## config.mk

```make
export PLATFORM = sky130hd
export DESIGN_NAME = scan_toggle_meter
export DESIGN_NICKNAME = d
export VERILOG_FILES = /design/src/rtl/stm_pkg.sv /design/src/rtl/stm_step_calc.sv /design/src/rtl/stm_budget.sv /design/src/rtl/scan_toggle_meter.sv
export SDC_FILE = /design/constraint.sdc
export NUM_CORES = 1
export LEC_CHECK = 0
export BUFFER_PORTS_ARGS = -buffer_cell sky130_fd_sc_hd__buf_2
export CAP_MARGIN = 20
export CORE_MARGIN = 3
export CORE_UTILIZATION = 40
export CTS_CLUSTER_SIZE = 14
export DETAILED_ROUTE_END_ITERATION = 12
export PLACE_DENSITY_LB_ADDON = 0.08
export SYNTH_ARGS = -nofsm -noshare
export SYNTH_HDL_FRONTEND = slang
export SYNTH_SLANG_ARGS = --single-unit
```

## constraint.sdc

```tcl
create_clock -name clk -period 6.7 [get_ports clk]
set_clock_uncertainty 0.2 [all_clocks]
set_input_delay 0.335 -clock clk [delete_from_list [all_inputs] [get_ports clk]]
set_output_delay 0.335 -clock clk [all_outputs]
set_load 0.005 [all_outputs]
```

## src/rtl/stm_pkg.sv

```systemverilog
package stm_pkg;
    typedef enum logic {
        ST_IDLE = 1'b0,
        ST_RUN  = 1'b1
    } stm_state_e;
endpackage

```

## src/rtl/stm_step_calc.sv

```systemverilog
module stm_step_calc #(
    parameter int unsigned CHAIN_LEN = 8,
    parameter int unsigned PW        = 3,
    parameter int unsigned CW        = 6
) (
    input  logic [PW-1:0]        pos_i,
    input  logic [CHAIN_LEN-1:0] ld_i,
    input  logic [CHAIN_LEN-1:0] rs_i,
    input  logic [CHAIN_LEN-1:0] pr_i,
    output logic [CW-1:0]        shin_inc_o,
    output logic [CW-1:0]        shout_inc_o,
    output logic [CW-1:0]        cap_inc_o
);
    logic [PW-1:0] pos_m1;
    logic          first_pos;
    logic          ld_edge;
    logic          rs_edge;
    logic          cap_diff;

    always_comb begin
        pos_m1    = pos_i - 1'b1;
        first_pos = (pos_i == '0);
        ld_edge   = !first_pos && (ld_i[pos_i] != ld_i[pos_m1]);
        rs_edge   = !first_pos && (rs_i[pos_i] != rs_i[pos_m1]);
        cap_diff  = (pr_i[pos_i] != rs_i[pos_i]);

        shin_inc_o  = ld_edge  ? (CW'(CHAIN_LEN) - CW'(pos_i)) : '0;
        shout_inc_o = rs_edge  ? CW'(pos_i) : '0;
        cap_inc_o   = cap_diff ? CW'(1) : '0;
    end
endmodule

```

## src/rtl/stm_budget.sv

```systemverilog
module stm_budget #(
    parameter int unsigned CW = 6
) (
    input  logic [CW-1:0] shin_i,
    input  logic [CW-1:0] shout_i,
    input  logic [CW-1:0] cap_i,
    input  logic [CW-1:0] limit_i,
    output logic [CW-1:0] sum_o,
    output logic          over_o
);
    always_comb begin
        sum_o  = shin_i + shout_i + cap_i;
        over_o = (sum_o > limit_i);
    end
endmodule

```

## src/rtl/scan_toggle_meter.sv

```systemverilog
module scan_toggle_meter #(
    parameter int unsigned CHAIN_LEN = 8,
    localparam int unsigned SHIFT_MAX = CHAIN_LEN * (CHAIN_LEN - 1) / 2,
    localparam int unsigned TOT_MAX   = 2 * SHIFT_MAX + CHAIN_LEN,
    localparam int unsigned CW        = $clog2(TOT_MAX + 1)
) (
    input  logic                 clk,
    input  logic                 rst_n,
    input  logic                 start_i,
    input  logic [CHAIN_LEN-1:0] load_vec_i,
    input  logic [CHAIN_LEN-1:0] resp_vec_i,
    input  logic [CHAIN_LEN-1:0] pre_vec_i,
    input  logic [CW-1:0]        limit_i,
    output logic                 busy_o,
    output logic                 done_o,
    output logic [CW-1:0]        shin_cnt_o,
    output logic [CW-1:0]        shout_cnt_o,
    output logic [CW-1:0]        cap_cnt_o,
    output logic [CW-1:0]        total_o,
    output logic                 over_o
);
    import stm_pkg::*;

    localparam int unsigned PW = (CHAIN_LEN > 2) ? $clog2(CHAIN_LEN) : 1;
    localparam logic [PW-1:0] LAST_POS = PW'(CHAIN_LEN - 1);

    typedef struct packed {
        stm_state_e           st;
        logic [PW-1:0]        pos;
        logic [CHAIN_LEN-1:0] ld;
        logic [CHAIN_LEN-1:0] rs;
        logic [CHAIN_LEN-1:0] pr;
        logic [CW-1:0]        lim;
        logic [CW-1:0]        shin;
        logic [CW-1:0]        shout;
        logic [CW-1:0]        cap;
        logic [CW-1:0]        tot;
        logic                 done;
        logic                 over;
    } regs_t;

    regs_t r_q, r_d;

    logic [CW-1:0] shin_inc, shout_inc, cap_inc;
    logic [CW-1:0] shin_nx, shout_nx, cap_nx;
    logic [CW-1:0] sum_w;
    logic          over_w;

    stm_step_calc #(
        .CHAIN_LEN (CHAIN_LEN),
        .PW        (PW),
        .CW        (CW)
    ) u_step (
        .pos_i       (r_q.pos),
        .ld_i        (r_q.ld),
        .rs_i        (r_q.rs),
        .pr_i        (r_q.pr),
        .shin_inc_o  (shin_inc),
        .shout_inc_o (shout_inc),
        .cap_inc_o   (cap_inc)
    );

    always_comb begin
        shin_nx  = r_q.shin  + shin_inc;
        shout_nx = r_q.shout + shout_inc;
        cap_nx   = r_q.cap   + cap_inc;
    end

    stm_budget #(
        .CW (CW)
    ) u_budget (
        .shin_i  (shin_nx),
        .shout_i (shout_nx),
        .cap_i   (cap_nx),
        .limit_i (r_q.lim),
        .sum_o   (sum_w),
        .over_o  (over_w)
    );

    always_comb begin
        r_d      = r_q;
        r_d.done = 1'b0;
        unique case (r_q.st)
            ST_IDLE: begin
                if (start_i) begin
                    r_d.st    = ST_RUN;
                    r_d.pos   = '0;
                    r_d.ld    = load_vec_i;
                    r_d.rs    = resp_vec_i;
                    r_d.pr    = pre_vec_i;
                    r_d.lim   = limit_i;
                    r_d.shin  = '0;
                    r_d.shout = '0;
                    r_d.cap   = '0;
                    r_d.tot   = '0;
                    r_d.over  = 1'b0;
                end
            end
            ST_RUN: begin
                r_d.shin  = shin_nx;
                r_d.shout = shout_nx;
                r_d.cap   = cap_nx;
                if (r_q.pos == LAST_POS) begin
                    r_d.st   = ST_IDLE;
                    r_d.done = 1'b1;
                    r_d.tot  = sum_w;
                    r_d.over = over_w;
                end else begin
                    r_d.pos = r_q.pos + 1'b1;
                end
            end
            default: r_d.st = ST_IDLE;
        endcase
    end

    always_ff @(posedge clk or negedge rst_n) begin
        if (!rst_n) begin
            r_q <= '0;
        end else begin
            r_q <= r_d;
        end
    end

    assign busy_o      = (r_q.st == ST_RUN);
    assign done_o      = r_q.done;
    assign shin_cnt_o  = r_q.shin;
    assign shout_cnt_o = r_q.shout;
    assign cap_cnt_o   = r_q.cap;
    assign total_o     = r_q.tot;
    assign over_o      = r_q.over;
endmodule

```

==> key figures <==
Status
  • Outcome: finished, violations left
  • Failing checks: negative hold slack

Timing
  • Slew Limit Headroom: 0.369
  • Setup-failing EPs final: 0
  • Maximum clock rate: 0.173 GHz
  • RSZ-0062 raised after global routing: no
  • Final Max Slew Viols: 0
  • Final hold slack: -39.9 ps
  • Sum Neg Setup Slack: 0 ps
  • Worst Max-Slew Pin Slew: about 940 ps
  • Final hold vios: 26
  • Period utilization: 0.862
  • Clock period minus worst slack: 5770 ps

Synthesis
  • Cell count after synthesis: 352
  • Mapped Nets: 420
  • Seq/Total Area, Yosys: 0.404
  • Synth area leaders: dfrtp_1 (40%), ha_1 (7.8%), mux2_2 (7.5%)
  • Synth top area share: 0.404
  • Syn_area_per_cell: 11.4 um^2
  • Post-synth cell types: 39
  • Post-synthesis register bit count: 65
  • Top_reg_cell synth: dfrtp_1
  • Yosys top cell by area: dfrtp_1
  • Synth warn: 0
  • Ys async rst share: 1.00
  • Mapped Area: 0.00403 mm^2
  • Post-synth EDFFs: 0

Final layout
  • Finished Cell Area: 0.00472 mm^2
  • Nets: 480
  • Register Area: 0.00163 mm^2
  • Post-layout util: 0.483
  • Final-layout fill cell count: roughly 960
  • N_diodes: 0
  • Area grow syn2layout: 17.3%
  • Area of the multi-input gates: around 0.0021 mm^2
  • Ratio of cells with drive above 1 in the final layout: 0.276

Routing
  • Residual DRC: 0
  • Drt pass-1 iters: 4
  • Vias per cell: 4.98
  • Antenna viol nets, final: 0
  • Total wire length: roughly 8400 um
  • DR WL/cell: 15.4 um
  • Vias: about 2,700
  • Initial DRC count: 86

Global route
  • Vias in the first global route: 2,800
  • All-layer global routing usage: 0.161
  • First-pass GRT wire length: approximately 14,000 um
  • Largest net degree at the start of global routing: 66
  • Congestion Overflow GR: 0
  • Initial antenna violation count: 0

Die
  • Area of the die: 0.0113 mm^2
  • Die height: 106 um
  • IO Pins: 65
  • DIE WIDTH: 106 um
  • Initial Util: 0.412
  • Core Area: 0.00977 mm^2
  • Rows: 36

Placement
  • GP Congestion: 0.803
  • Port bufs: 64
  • Placed cell area: 0.00427 mm^2
  • Detailed placement HPWL: 5960 um

Worst setup path
  • FF-to-FF End: over_o$_DFFE_PN0P_
  • Reg2reg start: r_q[61]$_DFFE_PN0P_
  • Crit path cell chain: inv_1, ha_1, mux4_1, mux2i_1, xnor2_1, nor3_1, ha_1, inv_1, fa_1, nand2b_1, nand2b_1, a21oi_1, xnor2_1, fa_1, ha_1, o21ai_0, o21ai_0, o21ai_0, xor2_1, xnor2_1, ha_1, nand3_1, o21a_1, a22o_1
  • Crit Path Class: reg2reg
  • Worst Path Arrival: between 5000 and 6000 ps
  • Setup crit start kind: register
  • Critical Path Fanout Max: 8
  • Reg2Reg Setup Slack: 930 ps
  • Most used cell, CP: ha_1
  • Critical Path RT: 6730 ps
  • Critical path depth in cells: 24
  • Crit. End Element: register
  • CP max stage cell: dfrtp_1
  • Setup crit start: r_q[61]$_DFFE_PN0P_
  • Crit path buf inv count: 2
  • Critical Path Max Stage Delay: ~550 ps
  • Critical path capture point: over_o$_DFFE_PN0P_
  • Delay-heaviest family, CP: adder cells
  • R2R cell count: 24

Min path
  • Worst hold-check path type: in2async

Clock tree
  • Num CTS Buffers: 9
  • Reg clk slew, reported paths: approximately 80 ps
  • Post-CTS sizing: 0
  • H-tree lvl count: 3
  • Max Root-Sink Buffers: 2
  • Clk_lat worst skew: ~350 ps
  • Clk sinks: 65
  • CTS tree: built
  • Root Buffer: clkbuf_8

Job
  • Maximum Capacitance Violations: 0
-- area by class of cell --
class | count | area share
Sequential cell | 65 | 0.344
Tap cell | 133 | 0.0352
Inverter | 15 | 0.0119
Clock inverter | 6 | 0.0154
Timing Repair Buffer | 91 | 0.123
Clock buffer | 10 | 0.0291
Multi-Input combinational cell | 230 | 0.441
-- cells in the mapped netlist, drive strengths merged (3+ instances only) --
cell     n
a22o    15
mux2i    4
inv     14
nand3    5
ha      25
nand2   25
a21o     8
nor2     7
xnor2   18
buf     32
nor2b    3
fa       9
mux4    10
dfrtp   65
a21oi    9
mux2    27
xor2     7
nor3     4
clkbuf  10
o31ai    4
nand2b  14
o21ai   24
-- what timing repair did --
action / in CTS / in global routing
setup buffers: 0 / 0
endpoints found under the hold margin: 23 / 1
hold buffers: 23 / 1
-- metal layers --
| metal | part of all wire | vias to the layer above | global-route usage |
|---|---|---|---|
| met5 | 0 | - | 0 |
| met4 | 0.014 | 0 | 0.0435 |
| met3 | 0.049 | 11 | 0.0486 |
| met2 | 0.47 | 54 | 0.254 |
| met1 | 0.47 | 1346 | 0.215 |
| li1 | - | 1326 | - |
-- state kept, by name, summed over array words and instances, names as in the netlist --
register	count
shin_cnt_o	7
r_q	34
done_o	1
over_o	1
busy_o	1
cap_cnt_o	7
total_o	7
shout_cnt_o	7
-- per-stage QoR --
stage	setup slack (ps)	instances
6_report	927	550
5_1_grt	459	550
4_1_cts	856	549
3_5_place_dp	900	510
3_3_place_gp	1040	510
2_1_floorplan	1410	352
-- worst register-to-register path: cells and delay by family (launching register included) --
family	cells	cell delay, ps
multiplexers	2	500
AND/OR/NAND/NOR	4	490
flip-flops	1	550
buffers and inverters	2	240
XOR/XNOR	4	760
adder cells (fa/ha/maj)	6	2140
AO/OA/AOI/OAI	6	780
-- layout by cell type (no fill, tap or decap), drive strengths merged, types with 10 or more instances in the layout --
cell type,instances
mux2,27
a22o,15
xnor2,18
clkbuf,10
dlygate4sd3,24
nand2b,14
o21ai,24
ha,25
mux4,10
nand2,25
buf,67
inv,18
dfrtp,65
-- how the worst min path moves through the flow --
stage | from | to | slack, ps
after floorplan | rst_n | busy_o$_DFF_PN0_ | -160
after detailed placement | total_o[2]$_DFFE_PN0P_ | total_o[2]$_DFFE_PN0P_ | 280
final | rst_n | cap_cnt_o[6]$_DFFE_PN0P_ | -40
after global routing | resp_vec_i[7] | r_q[52]$_DFFE_PN0P_ | 1
after CTS | resp_vec_i[7] | r_q[52]$_DFFE_PN0P_ | 3
after global placement | total_o[4]$_DFFE_PN0P_ | total_o[4]$_DFFE_PN0P_ | 280
-- cell families after synthesis --
kind of cell    count (synthesis)  share of synthesized area
compound gates                 63                      0.102
fa+ha+maj                      34                      0.122
buf+inv                        57                     0.0814
flops                          65                      0.404
simple gates                   66                     0.0820
xor+xnor                       26                     0.0602
mux                            41                      0.149
Power is not shown: default switching activity piles up to over one toggle a cycle in this logic, so the estimate is an artifact.
